==> config.mk <==
export PLATFORM = sky130hd
export DESIGN_NAME = rng_ctl_loader
export DESIGN_NICKNAME = d
export VERILOG_FILES = /design/src/rtl/rcl_pkg.sv /design/src/rtl/ldr_retry_ctr.sv /design/src/rtl/ldr_backoff_timer.sv /design/src/rtl/ldr_word_pick.sv /design/src/rtl/rng_ctl_loader.sv
export SDC_FILE = /design/constraint.sdc
export NUM_CORES = 1
export LEC_CHECK = 0
export BUFFER_PORTS_ARGS = -buffer_cell sky130_fd_sc_hd__clkbuf_2
export CAP_MARGIN = 25
export CORE_MARGIN = 2
export CORE_UTILIZATION = 55
export CTS_BUF_LIST = sky130_fd_sc_hd__clkbuf_2
export DETAILED_ROUTE_END_ITERATION = 12
export GPL_TIMING_DRIVEN = 0
export PLACE_DENSITY = 0.83
export SYNTH_ARGS = -nofsm -noshare
export SYNTH_HDL_FRONTEND = slang
export SYNTH_SLANG_ARGS = --single-unit
==> constraint.sdc <==
create_clock -name clk -period 5.3 [get_ports clk]
set_input_delay 0.53 -clock clk [delete_from_list [all_inputs] [get_ports clk]]
set_output_delay 0.53 -clock clk [all_outputs]
set_load 0.05 [all_outputs]
==> src/rtl/rcl_pkg.sv <==
package rcl_pkg;

  localparam int WORD_W    = 64;
  localparam int NUM_WORDS = 4;

  typedef enum logic [1:0] {
    RSP_OK   = 2'd0,
    RSP_BUSY = 2'd1,
    RSP_WBLK = 2'd2,
    RSP_FAIL = 2'd3
  } rsp_e;

  typedef enum logic [1:0] {
    ST_OK    = 2'd0,
    ST_BUSY  = 2'd1,
    ST_WBLK  = 2'd2,
    ST_NODEV = 2'd3
  } st_e;

  typedef enum logic [2:0] {
    S_IDLE,
    S_WR_ISSUE,
    S_WR_WAIT,
    S_RD_ISSUE,
    S_RD_WAIT,
    S_HOLD,
    S_DONE
  } fsm_e;

  // Outcome reported when a non-ok response ends the packet.
  function automatic st_e fail_status(rsp_e k);
    case (k)
      RSP_BUSY: fail_status = ST_BUSY;
      RSP_WBLK: fail_status = ST_WBLK;
      default:  fail_status = ST_NODEV;
    endcase
  endfunction

endpackage

==> src/rtl/ldr_retry_ctr.sv <==
module ldr_retry_ctr #(
  parameter int LIMIT = 100,
  localparam int CW = $clog2(LIMIT + 1)
) (
  input  logic          clk,
  input  logic          rst_n,
  input  logic          clr,
  input  logic          inc,
  output logic [CW-1:0] cnt,
  output logic          last
);

  // last: the next response of this kind reaches the limit
  assign last = (cnt == CW'(LIMIT - 1));

  always_ff @(posedge clk) begin
    if (!rst_n)          cnt <= '0;
    else if (clr)        cnt <= '0;
    else if (inc && !last) cnt <= cnt + CW'(1);
  end

endmodule

==> src/rtl/ldr_backoff_timer.sv <==
module ldr_backoff_timer #(
  parameter int TW = 16
) (
  input  logic          clk,
  input  logic          rst_n,
  input  logic          load,
  input  logic [TW-1:0] val,
  output logic          zero
);

  logic [TW-1:0] left_q;

  assign zero = (left_q == '0);

  always_ff @(posedge clk) begin
    if (!rst_n)     left_q <= '0;
    else if (load)  left_q <= val;
    else if (!zero) left_q <= left_q - TW'(1);
  end

endmodule

==> src/rtl/ldr_word_pick.sv <==
module ldr_word_pick #(
  parameter int W = 64,
  parameter int N = 4,
  localparam int IW = (N > 1) ? $clog2(N) : 1
) (
  input  logic [N*W-1:0] pkt,
  input  logic [IW-1:0]  idx,
  output logic [W-1:0]   word
);

  logic [W-1:0] slot [N];

  for (genvar g = 0; g < N; g++) begin : g_slot
    assign slot[g] = pkt[g*W +: W];
  end

  assign word = slot[idx];

endmodule

==> src/rtl/rng_ctl_loader.sv <==
module rng_ctl_loader
  import rcl_pkg::*;
#(
  parameter int BUSY_LIMIT  = 100,
  parameter int BLOCK_LIMIT = 10000,
  parameter int BUSY_GAP    = 8,
  parameter int TICK_W      = 16
) (
  input  logic                        clk,
  input  logic                        rst_n,
  input  logic                        start,
  input  logic [NUM_WORDS*WORD_W-1:0] pkt_in,
  output logic                        active,
  output logic                        done,
  output logic [1:0]                  status,
  output logic                        reg_wr_req,
  output logic                        reg_rd_req,
  output logic [WORD_W-1:0]           reg_wr_data,
  input  logic                        rsp_valid,
  input  logic [1:0]                  rsp_code,
  input  logic [TICK_W-1:0]           rsp_ticks
);

  localparam int IDX_W = $clog2(NUM_WORDS);
  localparam int BW    = $clog2(BUSY_LIMIT + 1);
  localparam int KW    = $clog2(BLOCK_LIMIT + 1);
  localparam int PKT_W = NUM_WORDS * WORD_W;
  localparam logic [TICK_W-1:0] GAP_T = TICK_W'(BUSY_GAP);

  fsm_e             state_q, state_d;
  logic [IDX_W-1:0] idx_q;
  logic             ret_rd_q;
  st_e              status_q;
  logic [PKT_W-1:0] pkt_q;

  // named internal events
  logic accept, in_wait, rsp_take, busy_hit, block_hit;
  logic busy_last, block_last, tmr_zero, last_word;
  logic idx_adv, end_now, hold_go;
  st_e  end_st;
  rsp_e kind;
  logic [TICK_W-1:0] tmr_val;
  logic [BW-1:0] busy_cnt;
  logic [KW-1:0] block_cnt;

  assign kind      = rsp_e'(rsp_code);
  assign accept    = (state_q == S_IDLE) && start;
  assign in_wait   = (state_q == S_WR_WAIT) || (state_q == S_RD_WAIT);
  assign rsp_take  = in_wait && rsp_valid;
  assign busy_hit  = rsp_take && (kind == RSP_BUSY);
  assign block_hit = rsp_take && (kind == RSP_WBLK);
  assign last_word = (idx_q == IDX_W'(NUM_WORDS - 1));
  assign tmr_val   = (kind == RSP_BUSY) ? GAP_T : rsp_ticks;

  always_comb begin
    state_d = state_q;
    idx_adv = 1'b0;
    end_now = 1'b0;
    end_st  = ST_OK;
    hold_go = 1'b0;
    case (state_q)
      S_IDLE:     if (start) state_d = S_WR_ISSUE;
      S_WR_ISSUE: state_d = S_WR_WAIT;
      S_RD_ISSUE: state_d = S_RD_WAIT;
      S_WR_WAIT, S_RD_WAIT: begin
        if (rsp_valid) begin
          case (kind)
            RSP_OK: begin
              if (state_q == S_WR_WAIT) state_d = S_RD_ISSUE;
              else if (last_word)       end_now = 1'b1;
              else begin
                idx_adv = 1'b1;
                state_d = S_WR_ISSUE;
              end
            end
            RSP_BUSY: begin
              if (busy_last) begin
                end_now = 1'b1;
                end_st  = fail_status(kind);
              end else hold_go = 1'b1;
            end
            RSP_WBLK: begin
              if (block_last) begin
                end_now = 1'b1;
                end_st  = fail_status(kind);
              end else hold_go = 1'b1;
            end
            default: begin
              end_now = 1'b1;
              end_st  = fail_status(kind);
            end
          endcase
          if (end_now)      state_d = S_DONE;
          else if (hold_go) state_d = S_HOLD;
        end
      end
      S_HOLD:  if (tmr_zero) state_d = ret_rd_q ? S_RD_ISSUE : S_WR_ISSUE;
      S_DONE:  state_d = S_IDLE;
      default: state_d = S_IDLE;
    endcase
  end

  always_ff @(posedge clk) begin
    if (!rst_n) begin
      state_q  <= S_IDLE;
      idx_q    <= '0;
      ret_rd_q <= 1'b0;
      status_q <= ST_OK;
      pkt_q    <= '0;
    end else begin
      state_q <= state_d;
      if (accept) begin
        pkt_q <= pkt_in;
        idx_q <= '0;
      end else if (idx_adv) begin
        idx_q <= idx_q + IDX_W'(1);
      end
      if (hold_go) ret_rd_q <= (state_q == S_RD_WAIT);
      if (end_now) status_q <= end_st;
    end
  end

  ldr_retry_ctr #(.LIMIT(BUSY_LIMIT)) u_busy_ctr (
    .clk(clk), .rst_n(rst_n), .clr(accept), .inc(busy_hit),
    .cnt(busy_cnt), .last(busy_last)
  );

  ldr_retry_ctr #(.LIMIT(BLOCK_LIMIT)) u_block_ctr (
    .clk(clk), .rst_n(rst_n), .clr(accept), .inc(block_hit),
    .cnt(block_cnt), .last(block_last)
  );

  ldr_backoff_timer #(.TW(TICK_W)) u_timer (
    .clk(clk), .rst_n(rst_n), .load(hold_go), .val(tmr_val), .zero(tmr_zero)
  );

  ldr_word_pick #(.W(WORD_W), .N(NUM_WORDS)) u_pick (
    .pkt(pkt_q), .idx(idx_q), .word(reg_wr_data)
  );

  assign active     = (state_q != S_IDLE);
  assign done       = (state_q == S_DONE);
  assign status     = status_q;
  assign reg_wr_req = (state_q == S_WR_ISSUE);
  assign reg_rd_req = (state_q == S_RD_ISSUE);

endmodule

==> results.md, run 1 <==
- After detailed routing, the number of vias per cell comes to around 6.1.
- The flow ran to the end, and the final reports show no timing, DRC or antenna violations.
- The horizontal die dimension is 155 µm.
- In this run, distinct cell masters in the synthesized netlist total 50.
- The worst pin sits at a relative slew slack of 0.341.
- The synthesized instance count is about 1500.
- The number of max-slew violations in the final report was 0.
- The detail route stage leaves a number of antenna-violating nets equal to 0.
- The critical path buffer and inverter count is 3.
- The startpoint class of the critical path is a flop.
- By count the netlist is led by sky130_fd_sc_hd__nand2_1, sky130_fd_sc_hd__dfxtp_1, sky130_fd_sc_hd__a21oi_1.
- The share of the synthesized area in the top cell type is 0.477.
- The sequential fraction of the synthesis area is 0.477.
- The data required time of the critical path is around 4.8 ns.
- The flip-flop cell with the highest count after synthesis is sky130_fd_sc_hd__dfxtp_1.
- The fraction of synthesis flops using an asynchronous set or reset pin is 0.
- The part of the total power dissipated in the clock network is 0.280.
- Routability-driven placement finished with a final weighted congestion of 0.908.
- For this run, the number of Yosys warnings is 0.
- The arrival time at the worst endpoint is approximately 3.6 ns.
- The final setup violation count is 0.
- The slowest cell on the critical path is sky130_fd_sc_hd__clkbuf_1.
- The count of TritonRoute iterations in the first routing pass is 6.
- The area of combinational cells with multiple inputs is ~6100 µm².
- The minimum period implied by the final worst setup slack is ~4.1 ns.
- The share of total power in sequential cells is 0.433.
- The worst setup path is of the flop to primary output kind.
- At the later pin of the worst-skew pair, clock insertion delay measures roughly 0.90 ns.
- Setup repair after global routing left no endpoint under its margin.
- Across every metal layer, demand over resource in global routing totals 0.456.
- Summed over all instances, the cell type with the most area after synthesis is sky130_fd_sc_hd__dfxtp_1.
- The worst register-to-register path has a depth of 10.
- The setup check on the worst reg-to-reg path leaves a slack of ~2.2 ns.
- The routed wire length on met2 is around 25000 µm.
- OpenSTA, run right after detailed placement, puts the worst setup slack at between 2 and 2.5 ns.
- STA classifies the critical path endpoint as a primary output.
- The total of hold buffers inserted after clock tree synthesis is ~270.
- The post-DP HPWL is slightly below 30000 µm.
- The number of standard-cell rows in the floorplan is between 50 and 60.
- From synthesis to final layout, the design area changed by 43.9%.
- The worst hold path was traced through 3 stages.
- The share of total power dissipated in combinational logic is 0.287.
- The ratio of total power to cell area is 341 nW/µm².
- The number of gates resized after cts is 0.
- The clock tree from TritonCTS is yes.
- The switching power as a share of total power is 0.375.
- Leaving out filler cells and counting taps, the final layout contains about 2500.
- The analysis attributes to net switching a power of 2.32 mW.
- The amount of wire on met3 after detailed routing is ~6800 µm.
- The number of setup buffers added after CTS is 0.
- Buffers inserted during clock tree synthesis total a little under 80.
- The total routed wire length on the met1 layer is 17600 µm.
- The synthesized cell area is ~13000 µm².
- The die area is between 20000 and 25000 µm².
- The top cell family by delay on the critical path is buffers and inverters.
- The floorplan die height is approximately 160 µm.
- In this run the mean area of a mapped cell was between 8 and 9 µm².
- In this run the worst hold path is classified as primary input to flop.
- In this run the deepest clock path goes through 3 buffers.
- Counting flops and latches in the post-synthesis netlist gives roughly 300.
- Along the worst path, the maximum fanout reaches 10.
- On the worst path, the slowest cell contributes a delay of 0.75 ns.
- The register cell area after layout is 6030 µm².
- Adding up every negative setup slack in the final design gives 0 ns.
- The total global routing overflow is 0.
- The routed design has 55000 µm of wire.
- The share of final-layout standard cells stronger than drive strength 1 is 0.240.
- On the final layout, the worst hold slack is 0.102 ns.
- Synthesis produced a netlist with a net count of between 1500 and 2000.
- CTS built an H-tree with a depth of 3.
- The worst path meets setup with 1.16 ns of slack.
- For this run, the top clock speed supported by timing is 242 MHz.
- The largest net degree at the start of global routing is 11.
- Across the VDD grid, the largest voltage drop is roughly 0.00023 V.
- The highest signal layer in the routed design is met5.
- Summed over all cells, the static leakage comes to ~7.7 nW.
- Port buffering added 346 buffers.
- The routed layout has 15600 vias.
- The transition at the pin with the smallest max-transition slack is 0.989 ns.
- The total count of hold-check failures in the final report is 0.
- After detailed placement, the total cell area comes to around 15000 µm².
- The CTS sink count is 301.
- The mean routed wirelength per cell is approximately 22 µm.
- The share of the clock period used by the worst path after layout is 0.781.
- Yosys mapped a number of flops with a built-in enable equal to 0.
- The root buffer selected by CTS is sky130_fd_sc_hd__clkbuf_2.
- The clock transition at the registers of the reported paths is between 0.1 and 0.15 ns.
- The worst hold path endpoint is u_timer.left_q[6].
- The initial antenna violation count came to 6.
- The core outline area is roughly 23000 µm².
- After the first detailed-routing iteration, the DRC count stood at between 1500 and 2000.
- The number of fillers in the final layout is between 1000 and 1500.
- Internal power comes to a little under 4 mW.
- The worst register-to-register path ends at state_q[0].
- The setup clock skew after layout is between 0.1 and 0.15 ns.
- The number of global-route vias before repair came to about 16000.
- The startpoint of the worst register-to-register path is u_timer.left_q[0].
- The first global-routing pass estimated around 84000 µm of wire.
- The final layout contains 2479 nets.
- After routing the design area is 18200 µm².
- The total I/O pin count is ~350.
- The starting density of the core is 0.559.
- The signal on the critical path passes through clkbuf_1, buf_1, mux4_2, clkbuf_2.
- The count of maximum capacitance violations is 0.
- For this run, design rule violations remaining after detail routing come to 0.
- In this run, placement finished with an instance count of about 2100.
- In this run the most critical hold path is launched from rsp_ticks[6].
- Sorting the synthesized cells by area gives the leading types as sky130_fd_sc_hd__dfxtp_1, sky130_fd_sc_hd__nand2_1, sky130_fd_sc_hd__mux4_2.
- The most common cell in the netlist is sky130_fd_sc_hd__nand2_1.
## layout by cell type, fill, tap and decap left out, drive strengths merged, types with 2 or more instances in the layout
| cell type | instances |
|---|---|
| clkbuf | 564 |
| nand2 | 532 |
| dfxtp | 301 |
| dlygate4sd3 | 271 |
| a21oi | 270 |
| mux4 | 64 |
| nor2 | 46 |
| nor3 | 25 |
| xnor2 | 17 |
| clkinv | 17 |
| inv | 15 |
| xor2 | 12 |
| a31oi | 11 |
| nand3 | 11 |
| buf | 9 |
| ha | 8 |
| nand4 | 7 |
| o21ai | 6 |
| diode | 5 |
| and2 | 5 |
| nor4 | 5 |
| and3 | 5 |
| or3 | 4 |
| nand2b | 3 |
| and4b | 3 |
| mux2i | 3 |
| bufinv | 3 |
| a211oi | 2 |
| o21a | 2 |
| o31ai | 2 |
| a211o | 2 |
| o211ai | 2 |
| or4 | 2 |
## area by class of cell
cell class / count / area share
Sequential cell: 301 / 0.332
Tap cell: 285 / 0.0196
Timing Repair Buffer: 618 / 0.245
Clock buffer: 112 / 0.0309
Clock inverter: 21 / 0.00902
Multi-Input combinational cell: 1067 / 0.336
Buffer: 114 / 0.0240
Inverter: 14 / 0.00289
Antenna cell: 5 / 0.000689
## power groups by stage
stage / clock network, mW / logic [mW] / registers [mW]
CTS: 1.67 / 1.65 / 2.65
finish: 1.74 / 1.78 / 2.68
global placement: 0 / 1.45 / 2.69
detailed placement: 0 / 1.48 / 2.70
global route: 1.82 / 1.90 / 2.70
floorplan: 0 / 1.05 / 2.66
## logic make-up (layout without fill, tap and decap cells)
group | count (synthesis) | in the layout | share of synthesized area
and+or+nand+nor | 654 | 654 | 0.209
AOI/OAI and AO/OA | 309 | 309 | 0.130
DFF | 301 | 301 | 0.477
buffers and inverters | 128 | 879 | 0.0387
muxes | 67 | 67 | 0.117
xor gates and xnor gates | 29 | 29 | 0.0201
adders and majority gates | 8 | 8 | 0.00793
other | 0 | 5 | 0
## worst min-delay path, cell delays in order
cell	delay, ns
sky130_fd_sc_hd__clkbuf_2	0.08
sky130_fd_sc_hd__and3_1	0.15
sky130_fd_sc_hd__o21a_1	0.12
## metrics by stage
step | util | power [mW]
after global routing | 0.805 | 6.42
after CTS | 0.804 | 5.97
after floorplan | - | 3.71
after detailed placement | 0.652 | 4.19
after global placement | 0.652 | 4.14
final | 0.805 | 6.20
## worst max path at each step
stage,startpoint,end,depth (start not counted)
6_report,idx_q[0],reg_wr_data[8],4
5_1_grt,idx_q[0],reg_wr_data[50],4
4_1_cts,idx_q[0],reg_wr_data[19],4
3_5_place_dp,idx_q[0],reg_wr_data[19],4
3_3_place_gp,idx_q[0],reg_wr_data[19],4
2_1_floorplan,u_timer.left_q[0],state_q[0],10
## registers in the layout (all words and copies together), names as in the netlist
signal / flops
idx_q: 2
pkt_q: 256
ret_rd_q: 1
state_q: 3
status: 2
u_block_ctr.cnt: 14
u_busy_ctr.cnt: 7
u_timer.left_q: 16
## metal layers
layer | up-vias | track usage
li1 | 6501 | -
met2 | 1461 | 0.712
met1 | 7065 | 0.491
met4 | 6 | 0.393
met3 | 517 | 0.160
met5 | - | 0.0228
(Power assumes the default switching activity.)
==> run 2, diff against run 1 <==
Settings changed: CORE_UTILIZATION 55 to 49, PLACE_DENSITY 0.83 to 0.78.
Clock period 5.3 ns to 3.6 ns, I/O delays scaled along.
==> run 2 against run 1 <==
  * Critical path depth unchanged
  * Sequential power grew 47%
  * Largest power group unchanged
  * Highest routed layer unchanged
  * Flip-flop and latch count unchanged
==> results.md, run 2 (synthesized netlist as in run 1, its figures left out) <==
- The maximum net fanout on the critical path is 10.
- The final core utilization is 0.724.
- For the worst setup path, the data required time is 3.24 ns.
- The final weighted congestion in routability-driven placement is about 0.90.
- Post-CTS timing repair inserted 0 buffers for setup.
- The cell area reported after detailed placement is approximately 15000 µm².
- The most frequent standard cell in the layout excluding fill and tap cells is sky130_fd_sc_hd__nand2_1.
- The largest individual stage delay along the critical path comes from the cell sky130_fd_sc_hd__mux4_2.
- The final wirelength is between 50000 and 60000 µm.
- The largest registers in the layout are pkt_q: 256 flops, u_timer.left_q: 16 flops, u_block_ctr.cnt: 14 flops.
- The clock latency of the later-clocked register in the worst-skew pair is ~0.86 ns.
- The top cell family by delay on the critical path is buffers and inverters.
- The maximum level of the CTS H-tree is 3.
- The total global routing overflow is 0.
- The first global-routing pass estimated 78300 µm of wire.
- Counting instances, the worst hold path has a depth of 4.
- Traced cell by cell, the critical path runs through clkbuf_2, clkdlybuf4s15_2, mux4_2, clkbuf_2.
- The source of the worst hold timing path is rsp_code[1].
- The flow ran to the end, and the final reports show no timing, DRC or antenna violations.
- The register with the most flip-flops in the layout has approximately 260 of them.
- The count of maximum capacitance violations is 0.
- The type of destination of the critical path is a primary output.
- The floorplan step defined a core boundary enclosing between 20000 and 30000 µm².
- The mean routed wirelength per cell is slightly above 20 µm.
- The startpoint class of the critical path is a flop.
- The number of global-route vias before repair was 15300.
- The total count of hold-check failures in the final report is 0.
- about 350 I/O pins were placed.
- The area growth from synthesis to layout is 44.9%.
- Row generation in the floorplan step produced 58 rows.
- Adding up every negative setup slack in the final design gives 0 ns.
- At the pin with the least slew margin, the transition time is around 1.0 ns.
- The floorplan step set the die width to ~160 µm.
- The worst hold path endpoint is status[1].
- The clock transition at the registers of the reported paths is roughly 0.10 ns.
- The worst reg-to-reg path cell count is 9.
- The peak clock frequency supported by timing is a little under 300 MHz.
- The largest net degree at the start of global routing is 11.
- The first routing iteration left roughly 1800 violations.
- The TritonCTS buffer count is 78.
- The combined global-route utilization of all metal layers is 0.381.
- The minimum period implied by the final worst setup slack is around 3.4 ns.
- The post-DP HPWL is between 20000 and 30000 µm.
- Leaving out fill and tap cells, the most frequent cells in the layout are sky130_fd_sc_hd__nand2_1, sky130_fd_sc_hd__clkbuf_2, sky130_fd_sc_hd__dfxtp_1.
- The root buffer selected by CTS is sky130_fd_sc_hd__clkbuf_2.
- IR analysis of the VDD net gives a maximum drop of around 0.00027 V.
- Setup violations remaining at the end of the flow were counted as 0.
- The initial antenna violation count was 14.
- The number of max-slew violations in the final report is 0.
- The ratio of total power to cell area is 487 nW/µm².
- The floorplan step defined a die boundary enclosing ~27000 µm².
- CTS saw between 300 and 400 sinks.
- The worst setup path is of the flop to primary output kind.
- The via count normalized by instance count is 5.77.
- Clock skew on the completed layout was measured at ~0.073 ns.
- The starting density of the core is 0.500.
- The startpoint of the worst register-to-register path is state_q[2].
- After detailed routing, the number of remaining DRC violations is 0.
- The critical path buffer and inverter count is 3.
- The number of I/O port buffers is between 300 and 400.
- Power comes to 8.91 mW.
- Headroom to the max-slew limit came out at 0.322.
- The first detailed-routing pass ran for 5 iterations.
- The reg-to-reg setup timing slack is approximately 0.25 ns.
- The worst hold slack is between 0.1 and 0.15 ns.
- In the final design database the tool counted around 2500 nets.
- The remaining antenna violation count is 0.
- TritonCTS built the clock tree.
- pkt_q holds more flip-flops than any other register.
- The share of final-layout standard cells stronger than drive strength 1 is 0.239.
- The highest cell delay on the worst timing path is around 0.64 ns.
- The total leakage power is about 7.7 nW.
- The worst min-delay path category is primary input to flop.
- At the worst endpoint, the arrival time is 3.01 ns.
- The most used cell along the critical path is sky130_fd_sc_hd__clkbuf_2.
- Counting along the longest clock path gives a buffer depth of 3.
- Once layout is done, the placed cells without fillers occupy between 15000 and 20000 µm².
- Dividing the final minimum period by the clock period gives 0.935.
- The endpoint identified for the worst register-to-register timing path is u_timer.left_q[14].
- The critical path startpoint is idx_q[0].
- The overall via count from detail_route is about 15000.
- The die is 165 µm tall.
- Setup repair after global routing left no endpoint under its margin.
## run 2: cell types whose count changed in the layout (fill, tap and decap cells not counted), sizes merged
cell | before | now
clkbuf | 564 | 559
bufinv | 3 | 2
dlygate4sd3 | 271 | 277
clkinv | 17 | 16
buf | 9 | 4
diode | 5 | 15
clkdlybuf4s15 | 0 | 5
inv | 15 | 16
## run 2: metrics by stage
stage                     cells  setup slack [ns]
after floorplan            1496             0.803
after global placement     2172             0.575
after detailed placement   2172             0.460
after CTS                  2576           0.00260
after global routing       2589           0.00277
final                      2592             0.235
## run 2: cell type report
cell class,instances,area [µm²]
multi-input cells,1067,6110
clock inverters,20,130
diodes,15,37.5
well taps,330,413
flip-flops and latches,301,6030
plain buffers,114,475
clock buffers,107,536
fillers,1751,6970
repair buffers,624,4510
inverters,14,52.6
## run 2: worst reg2reg max path, cell delays in order, from the launching register on
cell and delay [ns]:
sky130_fd_sc_hd__dfxtp_1 0.33, sky130_fd_sc_hd__clkbuf_1 0.33, sky130_fd_sc_hd__nand2b_1 0.25, sky130_fd_sc_hd__a211oi_1 0.60
sky130_fd_sc_hd__and2_1 0.21, sky130_fd_sc_hd__clkbuf_1 0.31, sky130_fd_sc_hd__clkbuf_1 0.41, sky130_fd_sc_hd__a21oi_1 0.08
sky130_fd_sc_hd__o21a_1 0.20, sky130_fd_sc_hd__dlygate4sd3_1 0.54
## run 2: what timing repair did
item                                    in CTS  in global routing
endpoints found under the hold margin      280                  0
resized for setup                           11                  2
endpoints found under the setup margin      50                 28
cloned                                       0                  0
hold buffers                               277                  0
## run 2: worst max-delay path by stage
stage	to	slack, ns	cells after the start
final	reg_wr_data[36]	0.23	4
after global routing	u_timer.left_q[14]	0.003	9
after CTS	reg_wr_data[17]	0.003	4
after detailed placement	state_q[0]	0.46	10
after global placement	reg_wr_data[8]	0.57	4
after floorplan	state_q[0]	0.80	10
## run 2: routing by layer
| layer | wire length (µm) | track usage | vias to the layer above |
|---|---|---|---|
| li1 | - | - | 6520 |
| met1 | 18100 | 0.419 | 6861 |
| met2 | 24200 | 0.602 | 1154 |
| met3 | 5520 | 0.127 | 408 |
| met4 | 4260 | 0.308 | 2 |
| met5 | 13 | 0.00189 | - |
## run 2: report_power, final
group / leakage (nW) / switching, mW / internal, mW
Sequential: 2.47 / 0.241 / 3.70
Combinational: 4.73 / 1.61 / 0.977
Clock: 0.511 / 1.46 / 0.932
Total: 7.72 / 3.31 / 5.61
==> run 3, diff against run 2 <==
Settings changed: PLACE_DENSITY 0.78 to default, PLACE_DENSITY_LB_ADDON from default to 0.15, SKIP_LAST_GASP from default to 1.
==> run 3 against run 2 <==
  * Clock power grew 4%
  * Hold slack worse by 0.050 ns
  * Final area increased by 0.14%
  * Fmax is 0.83% higher
  * Register-to-register slack improved by 0.13 ns
  * Clock skew grew 0.041 ns
  * Count of clock-buffer cells in the layout rose by 2
  * First-iteration DRC count down 29%
  * Critical endpoint is now reg_wr_data[14]
  * Highest routed layer unchanged
==> results.md, run 3 (synthesized netlist as in run 1, its figures left out) <==
- Setup total negative slack on the finished layout was measured at 0 ns.
- The iteration-0 DRC count of the detailed router is ~1300.
- The clock transition at the registers of the reported paths is around 0.090 ns.
- The register with the most flip-flops in the layout has ~260 of them.
- The floorplan die height is between 150 and 200 µm.
- TritonCTS built the clock tree.
- The tree built by TritonCTS fans out to approximately 300 sinks.
- For this run the aggregate overflow at the end of global routing stands at 0.
- The initial antenna violation count is 6.
- The final weighted congestion in routability-driven placement is approximately 0.88.
- In the final layout, the multi-input gates occupy about 6100 µm².
- Wires add up to around 48000 µm.
- The horizontal die dimension is between 150 and 200 µm.
- The transition at the pin with the smallest max-transition slack is 1.11 ns.
- The cell area reported after detailed placement is approximately 15000 µm².
- The mean routed wirelength per cell is 18.7 µm.
- The first global-routing pass estimated between 70000 and 80000 µm of wire.
- The via count normalized by instance count is 5.48.
- The register cell area after layout is about 6000 µm².
- The setup clock skew after layout is 0.114 ns.
- The total I/O pin count is around 350.
- The number of standard-cell rows in the floorplan is 58.
- The core outline area is roughly 25000 µm².
- The post-placement worst setup slack is around 0.54 ns.
- The number of max-slew violations in the final report is 0.
- For this configuration, the core starts out at a cell density of 0.500.
- The maximum clock insertion buffer count is 3.
- The worst hold slack is a little over 0.06 ns.
- The setup slack of the critical path after layout is roughly 0.26 ns.
- The detail route stage leaves a number of antenna-violating nets equal to 0.
- At the worst endpoint, the required time is 3.24 ns.
- The type of destination of the critical path is a primary output.
- Buffers added to address setup during post-CTS repair amount to 0.
- STA classifies the critical path startpoint as a flop.
- The ratio of total power to cell area is about 490 nW/µm².
- The number of fillers in the final layout is between 1500 and 2000.
- The peak clock frequency supported by timing is between 200 and 300 MHz.
- CTS built an H-tree with a depth of 3.
- Clock tree synthesis selected as its root buffer the cell sky130_fd_sc_hd__clkbuf_2.
- The share of final-layout standard cells stronger than drive strength 1 is 0.240.
- In the global route stage, overall resource usage came out at 0.349.
- The maximum net fanout on the critical path is 10.
- The residual DRC count is 0.
- Compared with the post-synthesis result, the final layout area differs by 45.1%.
- Across the VDD grid, the largest voltage drop is roughly 0.00026 V.
- The number of nets in the final layout is approximately 2500.
- Setup violations remaining at the end of the flow were counted as 0.
- The count of TritonRoute iterations in the first routing pass is 8.
- The tightest min-delay check is of the primary input to flop type.
- Entering global routing, the biggest net connects 12 pins.
- Of the available clock period, the critical path in the final layout requires 0.927.
- Clock tree synthesis inserted a total of 78 buffers.
- The worst-case headroom to the max-slew limit is 0.256.
- On the critical path, the stage with the largest delay is an instance of sky130_fd_sc_hd__mux4_2.
- The number of global-route vias before repair is ~14000.
- Among the stages of the critical path, the cell type that occurs most often is sky130_fd_sc_hd__clkbuf_2.
- The die covers about 27000 µm².
- The post-DP HPWL is between 20000 and 30000 µm.
- Leaving out fill and tap cells, the most frequent cell in the layout is sky130_fd_sc_hd__nand2_1.
- Subtracting the final worst setup slack from the clock period gives between 3 and 4 ns.
- Setup repair after global routing left no endpoint under its margin.
- The later pin in the worst-skew pair is clocked with a latency of ~0.9 ns.
- The total leakage power is just under 8 nW.
- Detailed routing inserted a total of ~14000 vias.
- The largest registers in the layout are pkt_q: 256 flops, u_timer.left_q: 16 flops, u_block_ctr.cnt: 14 flops.
- The number of I/O port buffers is approximately 350.
- The total count of hold-check failures in the final report is 0.
- The count of maximum capacitance violations is 0.
- The finished cells cover between 15000 and 20000 µm².
- In the layout the commonest cells are sky130_fd_sc_hd__nand2_1, sky130_fd_sc_hd__clkbuf_2, sky130_fd_sc_hd__dfxtp_1.
- The critical path is of the flop to primary output type.
- The overall power after layout is 8.93 mW.
- For the worst setup path, the data arrival time is about 3.0 ns.
- The register ranked first by flip-flop count is pkt_q.
- The critical path goes through clkbuf_2, clkdlybuf4s15_2, mux4_2, clkbuf_2.
- The highest cell delay on the worst timing path is 0.60 ns.
- The run finished with clean final reports.
run 3: cell count changes in the layout (fill, tap and decap cells not counted):
cell / delta
sky130_fd_sc_hd__diode_2: -8
sky130_fd_sc_hd__clkinv_1: -1
sky130_fd_sc_hd__buf_2: +1
sky130_fd_sc_hd__clkinv_4: +1
sky130_fd_sc_hd__bufinv_16: +2
sky130_fd_sc_hd__clkbuf_2: +1
sky130_fd_sc_hd__inv_2: -2
sky130_fd_sc_hd__clkdlybuf4s15_2: -1
sky130_fd_sc_hd__clkinv_2: -2
run 3: area by class of cell:
| cell class | instances | share of cell area |
|---|---|---|
| Multi-Input combinational cell | 1067 | 0.334 |
| Sequential cell | 301 | 0.329 |
| Timing Repair Buffer | 623 | 0.246 |
| Clock buffer | 109 | 0.0298 |
| Buffer | 114 | 0.0256 |
| Tap cell | 330 | 0.0225 |
| Clock inverter | 18 | 0.00970 |
| Inverter | 14 | 0.00287 |
| Antenna cell | 7 | 0.000956 |
run 3: repair_timing:
| item | CTS | global route |
|---|---|---|
| resized for setup | 10 | 2 |
| cloned | 0 | 0 |
| hold buffers | 277 | 0 |
| setup endpoints to repair | 50 | 1 |
| hold endpoints to repair | 276 | 0 |
run 3: routing by layer:
layer	track usage	up-vias	part of all wire
met5	0.00947	-	0.00093
met4	0.214	4	0.059
met3	0.0884	238	0.087
met2	0.583	826	0.47
met1	0.402	6582	0.38
li1	-	6516	-
run 3: per-stage QoR:
stage | util | cells
after detailed placement | 0.585 | 2172
after global routing | 0.725 | 2581
after global placement | 0.585 | 2172
final | 0.725 | 2583
after CTS | 0.724 | 2576
after floorplan | - | 1496
run 3: worst paths after layout:
kind	startpoint	to	slack, ns	cells after the start
worst max register to register	u_timer.left_q[0]	u_timer.left_q[6]	0.38	11
worst min register to register	pkt_q[167]	pkt_q[167]	0.46	2
worst min-delay path	start	u_busy_ctr.cnt[5]	0.06	4
worst max-delay path	idx_q[0]	reg_wr_data[14]	0.26	4
run 3: critical path, delay by kind of cell, from the launching register on:
kind	cells	cell delay [ns]
buffers and inverters	3	1.16
muxes	1	0.60
DFF	1	0.36
run 3: report_power, final:
part / switching [mW] / internal, mW / leakage [nW]
clock network: 1.41 / 1.09 / 0.534
registers: 0.226 / 3.70 / 2.47
logic: 1.54 / 0.973 / 4.73
